## src/rtl/spi_framer_pkg.sv

```systemverilog
package spi_framer_pkg;

  typedef enum logic [2:0] {
    ST_IDLE,
    ST_WAKE_LO,
    ST_WAKE_GAP,
    ST_HDR,
    ST_POLL,
    ST_DATA
  } fr_state_t;

  // control byte: direction, fixed marker, length minus one
  function automatic logic [7:0] ctrl_byte(input logic rd, input logic [5:0] len_m1);
    return {rd, 1'b1, len_m1};
  endfunction

endpackage

```

## src/rtl/spi_byte_shifter.sv

```systemverilog
module spi_byte_shifter #(
  parameter int HALF_DIV = 2
) (
  input  logic       clk,
  input  logic       rst_n,
  input  logic       start,
  input  logic [7:0] tx_byte,
  input  logic       miso,
  output logic       sclk,
  output logic       mosi,
  output logic [7:0] rx_byte,
  output logic       byte_done
);
  localparam int DW = (HALF_DIV > 1) ? $clog2(HALF_DIV) : 1;
  localparam logic [DW-1:0] DIV_LAST = DW'(HALF_DIV - 1);

  logic          active;
  logic [DW-1:0] div_q;
  logic [2:0]    bit_q;
  logic [7:0]    tx_sr;

  assign mosi = tx_sr[7];

  always_ff @(posedge clk or negedge rst_n) begin
    if (!rst_n) begin
      active    <= 1'b0;
      div_q     <= '0;
      bit_q     <= '0;
      tx_sr     <= '0;
      rx_byte   <= '0;
      sclk      <= 1'b0;
      byte_done <= 1'b0;
    end else begin
      byte_done <= 1'b0;
      if (start) begin
        active <= 1'b1;
        tx_sr  <= tx_byte;
        div_q  <= '0;
        bit_q  <= '0;
        sclk   <= 1'b0;
      end else if (active) begin
        if (div_q == DIV_LAST) begin
          div_q <= '0;
          if (!sclk) begin
            sclk    <= 1'b1;
            rx_byte <= {rx_byte[6:0], miso};
          end else begin
            sclk  <= 1'b0;
            tx_sr <= {tx_sr[6:0], 1'b0};
            if (bit_q == 3'd7) begin
              active    <= 1'b0;
              byte_done <= 1'b1;
            end else begin
              bit_q <= bit_q + 3'd1;
            end
          end
        end else begin
          div_q <= div_q + 1'b1;
        end
      end
    end
  end
endmodule

```

## src/rtl/spi_idle_tracker.sv

```systemverilog
module spi_idle_tracker #(
  parameter int IDLE_LIMIT = 45_000_000
) (
  input  logic clk,
  input  logic rst_n,
  input  logic cs_n,
  output logic expired
);
  localparam int CW = $clog2(IDLE_LIMIT + 1);
  localparam logic [CW-1:0] LIM = CW'(IDLE_LIMIT);

  logic [CW-1:0] cnt_q;

  // starts saturated so the first access after reset wakes the target
  always_ff @(posedge clk or negedge rst_n) begin
    if (!rst_n)               cnt_q <= LIM;
    else if (!cs_n)           cnt_q <= '0;
    else if (cnt_q != LIM)    cnt_q <= cnt_q + 1'b1;
  end

  assign expired = (cnt_q == LIM);
endmodule

```

## src/rtl/spi_reg_framer.sv

```systemverilog
module spi_reg_framer
  import spi_framer_pkg::*;
#(
  parameter int MAX_BYTES    = 64,
  parameter int HALF_DIV     = 2,
  parameter int POLL_TIMEOUT = 5_000_000,
  parameter int IDLE_LIMIT   = 45_000_000,
  parameter int WAKE_LOW     = 50,
  parameter int WAKE_GAP     = 5_000,
  localparam int LEN_W       = $clog2(MAX_BYTES) + 1,
  localparam int DATA_W      = MAX_BYTES * 8
) (
  input  logic              clk,
  input  logic              rst_n,
  input  logic              req_valid,
  output logic              req_ready,
  input  logic              req_read,
  input  logic [LEN_W-1:0]  req_len,
  input  logic [23:0]       req_addr,
  input  logic [DATA_W-1:0] req_wdata,
  output logic              done,
  output logic              err,
  output logic [DATA_W-1:0] rsp_rdata,
  output logic              spi_sclk,
  output logic              spi_cs_n,
  output logic              spi_mosi,
  input  logic              spi_miso
);
  localparam int IDX_W = (MAX_BYTES > 1) ? $clog2(MAX_BYTES) : 1;
  localparam int PW    = $clog2(POLL_TIMEOUT + 1);
  localparam int WMAX  = (WAKE_LOW > WAKE_GAP) ? WAKE_LOW : WAKE_GAP;
  localparam int WW    = $clog2(WMAX + 1);
  localparam logic [PW-1:0] POLL_LIM = PW'(POLL_TIMEOUT);
  localparam logic [WW-1:0] WLO_LAST = WW'(WAKE_LOW - 1);
  localparam logic [WW-1:0] WGP_LAST = WW'(WAKE_GAP - 1);

  fr_state_t         st_q;
  logic              cs_n_q, kick_q, rd_q, done_q, err_q;
  logic [IDX_W-1:0]  lenm1_q, didx_q;
  logic [1:0]        hidx_q;
  logic [23:0]       addr_q;
  logic [DATA_W-1:0] wdata_q;
  logic [7:0]        rbuf [MAX_BYTES];
  logic [7:0]        wbuf [MAX_BYTES];
  logic [PW-1:0]     poll_q;
  logic [WW-1:0]     wcnt_q;
  logic [7:0]        tx_byte, rx_byte;
  logic              byte_done, wake_need, len_bad;

  for (genvar g = 0; g < MAX_BYTES; g++) begin : g_bytes
    assign wbuf[g]             = wdata_q[8*g +: 8];
    assign rsp_rdata[8*g +: 8] = rbuf[g];
  end

  assign req_ready = (st_q == ST_IDLE) && !done_q;
  assign done      = done_q;
  assign err       = err_q;
  assign spi_cs_n  = cs_n_q;
  assign len_bad   = (req_len == '0) || (req_len > LEN_W'(MAX_BYTES));

  always_comb begin
    tx_byte = 8'h00;
    if (st_q == ST_HDR) begin
      case (hidx_q)
        2'd0:    tx_byte = ctrl_byte(rd_q, 6'(lenm1_q));
        2'd1:    tx_byte = addr_q[23:16];
        2'd2:    tx_byte = addr_q[15:8];
        default: tx_byte = addr_q[7:0];
      endcase
    end else if (st_q == ST_DATA && !rd_q) begin
      tx_byte = wbuf[didx_q];
    end
  end

  spi_byte_shifter #(.HALF_DIV(HALF_DIV)) u_shift (
    .clk(clk), .rst_n(rst_n), .start(kick_q), .tx_byte(tx_byte),
    .miso(spi_miso), .sclk(spi_sclk), .mosi(spi_mosi),
    .rx_byte(rx_byte), .byte_done(byte_done)
  );

  spi_idle_tracker #(.IDLE_LIMIT(IDLE_LIMIT)) u_idle (
    .clk(clk), .rst_n(rst_n), .cs_n(cs_n_q), .expired(wake_need)
  );

  always_ff @(posedge clk or negedge rst_n) begin
    if (!rst_n) begin
      st_q    <= ST_IDLE;
      cs_n_q  <= 1'b1;
      kick_q  <= 1'b0;
      rd_q    <= 1'b0;
      done_q  <= 1'b0;
      err_q   <= 1'b0;
      lenm1_q <= '0;
      didx_q  <= '0;
      hidx_q  <= '0;
      addr_q  <= '0;
      wdata_q <= '0;
      poll_q  <= '0;
      wcnt_q  <= '0;
      for (int i = 0; i < MAX_BYTES; i++) rbuf[i] <= '0;
    end else begin
      kick_q <= 1'b0;
      done_q <= 1'b0;
      err_q  <= 1'b0;
      case (st_q)
        ST_IDLE: if (req_valid && req_ready) begin
          if (len_bad) begin
            done_q <= 1'b1;
            err_q  <= 1'b1;
          end else begin
            rd_q    <= req_read;
            lenm1_q <= IDX_W'(req_len - 1'b1);
            addr_q  <= req_addr;
            wdata_q <= req_wdata;
            for (int i = 0; i < MAX_BYTES; i++) rbuf[i] <= '0;
            cs_n_q  <= 1'b0;
            hidx_q  <= '0;
            wcnt_q  <= '0;
            if (wake_need) st_q <= ST_WAKE_LO;
            else begin
              st_q   <= ST_HDR;
              kick_q <= 1'b1;
            end
          end
        end
        ST_WAKE_LO: begin
          if (wcnt_q == WLO_LAST) begin
            cs_n_q <= 1'b1;
            wcnt_q <= '0;
            st_q   <= ST_WAKE_GAP;
          end else wcnt_q <= wcnt_q + 1'b1;
        end
        ST_WAKE_GAP: begin
          if (wcnt_q == WGP_LAST) begin
            cs_n_q <= 1'b0;
            kick_q <= 1'b1;
            st_q   <= ST_HDR;
          end else wcnt_q <= wcnt_q + 1'b1;
        end
        ST_HDR: if (byte_done) begin
          kick_q <= 1'b1;
          if (hidx_q == 2'd3) begin
            didx_q <= '0;
            poll_q <= '0;
            st_q   <= rx_byte[0] ? ST_DATA : ST_POLL;
          end else hidx_q <= hidx_q + 2'd1;
        end
        ST_POLL: begin
          if (poll_q != POLL_LIM) poll_q <= poll_q + 1'b1;
          if (byte_done) begin
            if (rx_byte[0]) begin
              kick_q <= 1'b1;
              st_q   <= ST_DATA;
            end else if (poll_q >= POLL_LIM) begin
              cs_n_q <= 1'b1;
              done_q <= 1'b1;
              err_q  <= 1'b1;
              for (int i = 0; i < MAX_BYTES; i++) rbuf[i] <= '0;
              st_q   <= ST_IDLE;
            end else kick_q <= 1'b1;
          end
        end
        ST_DATA: if (byte_done) begin
          if (rd_q) rbuf[didx_q] <= rx_byte;
          if (didx_q == lenm1_q) begin
            cs_n_q <= 1'b1;
            done_q <= 1'b1;
            st_q   <= ST_IDLE;
          end else begin
            didx_q <= didx_q + 1'b1;
            kick_q <= 1'b1;
          end
        end
        default: st_q <= ST_IDLE;
      endcase
    end
  end
endmodule

```

## config.mk

```make
export PLATFORM = sky130hd
export DESIGN_NAME = spi_reg_framer
export DESIGN_NICKNAME = d
export VERILOG_FILES = /design/src/rtl/spi_framer_pkg.sv /design/src/rtl/spi_byte_shifter.sv /design/src/rtl/spi_idle_tracker.sv /design/src/rtl/spi_reg_framer.sv
export SDC_FILE = /design/constraint.sdc
export NUM_CORES = 2
export LEC_CHECK = 0
export ABC_AREA = 0
export BUFFER_PORTS_ARGS = -buffer_cell sky130_fd_sc_hd__buf_2
export CORE_AREA = 3 3 418 420
export CTS_CLUSTER_SIZE = 20
export DETAILED_ROUTE_END_ITERATION = 7
export DIE_AREA = 0 0 421 423
export PLACE_DENSITY = 0.55
export SLEW_MARGIN = 20
export SYNTH_ARGS = -nofsm -noshare
export SYNTH_HDL_FRONTEND = slang
export SYNTH_SLANG_ARGS = --single-unit
```

## constraint.sdc

```tcl
create_clock -name clk -period 2.4 [get_ports clk]
set_input_delay 0.24 -clock clk [delete_from_list [all_inputs] [get_ports clk]]
set_output_delay 0.24 -clock clk [all_outputs]
set_load 0.01 [all_outputs]
```

==> flow_summary.toml <==
[run_status]
outcome = "finished with violations"
violations = "negative setup slack"

[setup_path]
rr_endpoint = "u_shift.tx_sr[0]$_DFFE_PN0P_"
endpoint_kind = "register"
cp.required_ps = 3100
path_class = "reg2reg"
rr_worst_depth = 9
setup.worst_path.start = "didx_q[2]$_DFFE_PN0P_"
path_max_fanout = 8
r2r_slack_ps = -210
crit_path_end = "u_shift.tx_sr[0]$_DFFE_PN0P_"
crit_arrival_ps = 3300
cp-start-kind = "register"
timing.rr.start = "didx_q[2]$_DFFE_PN0P_"

[detailed_routing]
routed_wl_um = 243000
vias = 49261
vias_per_cell = 5.13
ant_nets = 0
drc = 0
drt_iter0_drc = 4220
first_pass_iters = 7
wl_per_cell_um = 25.3

[cells_and_area]
fillers = 16223
layout_common_cells = "1704 x nand2_1, 1140 x dfrtp_1, 1064 x buf_2, 700 x o21ai_0, 549 x dlygate4sd3_1"
final_common_cell = "nand2_1"
nNetsFinal = 7744
regArea_um2 = 28900
drive_above_1_share = 0.305
multi_input_area_um2 = 20800
syn_to_final_growth_pct = 48.6

[cts]
htreeDepth = 4
cts_sinks = 1155
cts_made_buffers = 134
cts_buffer_depth = 3
cts_root_buf = "clkbuf_16"
cts_tree = "done"
clk_latency_ps = 810
clkTransAtPathRegs_ps = 60

[timing]
fmax_mhz = 384
layout_min_cycle_time_ps = 2610
maxSlewViolCount = 0
setup_ws_ps = -205
setup_viol = 510
clock_skew_ps = 43.8
max_slew_margin = 0.456
tightestPinTransition_ps = 816
fin_crit_sh = 1.09
rsz0062_at_grt = "yes"
hold_viol_final = 0

[placed_design]
place.gp.congestion = 0.891
dpl.hpwl_um = 172000
place_ws_ps = -649
io_buffers = 1065

[yosys]
synth-async-reset-ratio = 1.00
netlist_area_um2 = 50200
ys_seq_area_frac = 0.576
synth-main-ff-cell = "dfrtp_1"
yosys_warnings = 0
synth_area_per_cell_um2 = 9.61
synth_cell_types = 87
synthCells = 5220
syn-num-nets = 5783
synth_seq_cells = 1155
synth-edff-count = 0

[global_route]
met1_usage = 0.311
use_met2 = 0.441
grt_antenna_before_repair = 17
grt_pass1_vias = 50005
grt_use_met3 = 0.0459
grt_use_total = 0.262
grt_overflow_total = 0
top_usage_layer = "met2"
grt_max_degree = 75
grt_pass1_wl_um = 345000

[pwr]
switching_share = 0.312
power_w = 0.0620
pwr-share-comb = 0.221
power.switching_w = 0.0193
p_seq_frac = 0.434
p_clk_frac = 0.345
power_density_nw_per_um2 = 832
ir_drop_uv = 645
leakage_nw = 36.5
internal_power_w = 0.0427

[flow_run]
cap_violations = 0

[floorplanning]
start_util = 0.293
core_um2 = 171000
die_area_um2 = 178000
die_y_um = 423
die_w_um = 421
io_pins = 1066
num_rows = 152

[min_path]
min_path_type = "in2async"
worst min path at each step:
| stage | from | end | slack [ps] | cells after the start |
|---|---|---|---|---|
| 2_1_floorplan | rst_n | addr_q[0]$_DFFE_PN0P_ | -60 | 0 |
| 3_3_place_gp | rst_n | rsp_rdata[408]$_DFFE_PN0P_ | 290 | 1 |
| 3_5_place_dp | rst_n | rsp_rdata[408]$_DFFE_PN0P_ | 280 | 1 |
| 4_1_cts | rst_n | rsp_rdata[408]$_DFFE_PN0P_ | 10 | 2 |
| 5_1_grt | rst_n | rsp_rdata[408]$_DFFE_PN0P_ | 40 | 2 |
| 6_report | rst_n | rsp_rdata[408]$_DFFE_PN0P_ | 70 | 2 |
Yosys cell counts, drive strengths merged (7+ instances only):
master | count | area [µm²]
nand2 | 1719 | 6460
dfrtp | 1143 | 28600
o21ai | 909 | 4560
clkbuf | 224 | 841
buf | 138 | 708
a21oi | 108 | 541
nand3 | 100 | 873
nor2 | 91 | 342
o2bb2ai | 76 | 666
mux2 | 71 | 800
mux2i | 55 | 551
a221oi | 42 | 368
and2 | 41 | 257
xnor2 | 40 | 350
a22oi | 39 | 293
a22o | 38 | 333
mux4 | 31 | 698
xor2 | 29 | 254
nor3 | 28 | 179
o22ai | 25 | 156
nand4 | 21 | 131
inv | 20 | 75.1
a221o | 17 | 170
and3 | 16 | 100
ha | 15 | 188
a211oi | 13 | 97.6
a31oi | 12 | 75.1
dfstp | 12 | 315
nor2b | 10 | 62.6
nor4 | 10 | 62.6
a222oi | 9 | 90.1
and4 | 8 | 70.1
o211ai | 8 | 65.1
nand2b | 7 | 43.8
o31ai | 7 | 66.3
flip-flops by register name, indices dropped and copies added, names as in the netlist, 2 cells and up:
register,cells
u_shift.bit_q,3
didx_q,6
wdata_q,512
hidx_q,2
wcnt_q,13
addr_q,24
poll_q,23
u_idle.cnt_q,26
rsp_rdata,512
lenm1_q,6
u_shift.tx_sr,8
st_q,3
u_shift.rx_byte,8
through the flow:
step / area (µm²) / cells / hold slack [ps] / TNS [ps] / utilization
2_1_floorplan: 50200 / 5220 / -55.6 / 0 / -
3_3_place_gp: 62100 / 8718 / 286 / -141140 / 0.362
3_5_place_dp: 62100 / 8718 / 283 / -149000 / 0.362
4_1_cts: 73100 / 9541 / 10.1 / -49640 / 0.426
5_1_grt: 74500 / 9602 / 44.5 / -98720 / 0.435
6_report: 74600 / 9609 / 66.1 / -47880 / 0.435
logic make-up (layout without fill, tap and decap cells):
| logic type | count (synthesis) | after routing | share of synthesized area |
|---|---|---|---|
| compound gates | 1351 | 1351 | 0.157 |
| xor+xnor | 69 | 69 | 0.0120 |
| fa+ha+maj | 15 | 15 | 0.00374 |
| buf+inv | 383 | 2446 | 0.0324 |
| flops | 1155 | 1155 | 0.576 |
| mux | 157 | 157 | 0.0408 |
| other cells | 0 | 15 | 0 |
| simple gates | 2090 | 2091 | 0.177 |
critical path, stage by stage, from the launching register on:
cell       delay, ps
dfrtp_4          490
buf_12           160
buf_4            160
clkbuf_16        180
and3b_1          180
o21ai_1          260
a31oi_1          290
nor4_1           330
o2111ai_1        160
a31o_2           270
metal layers:
layer  wire length (µm)  share of wire  up-vias
met1              93200           0.38    24342
met5                  0              0        -
met2             117000           0.48     2355
li1                   -              -    21879
met3              15400          0.064      685
met4              17000          0.070        0
repair_timing:
| item | CTS | global route |
|---|---|---|
| cloned | 6 | 14 |
| endpoints found under the setup margin | 524 | 618 |
| resized for setup | 128 | 288 |
| pin swaps | 19 | 34 |
| buffers inserted | 31 | 44 |
| endpoints found under the hold margin | 1195 | 0 |
| hold buffers | 549 | 0 |
cell type report:
class | instances | share of cell area
flip-flops and latches | 1155 | 0.388
multi-input cells | 3683 | 0.279
repair buffers | 2186 | 0.231
clock buffers | 195 | 0.0529
well taps | 2310 | 0.0388
clock inverters | 44 | 0.00851
inverters | 21 | 0.00109
diodes | 15 | 0.000503
power groups by stage:
stage	Sequential (W)	Clock, W	Combinational, W
floorplan	0.0259	0	0.00719
global placement	0.0269	0	0.0121
detailed placement	0.0270	0	0.0123
CTS	0.0268	0.0218	0.0133
global route	0.0273	0.0226	0.0152
finish	0.0269	0.0214	0.0137
No activity file was read; power rests on OpenSTA's default activity.
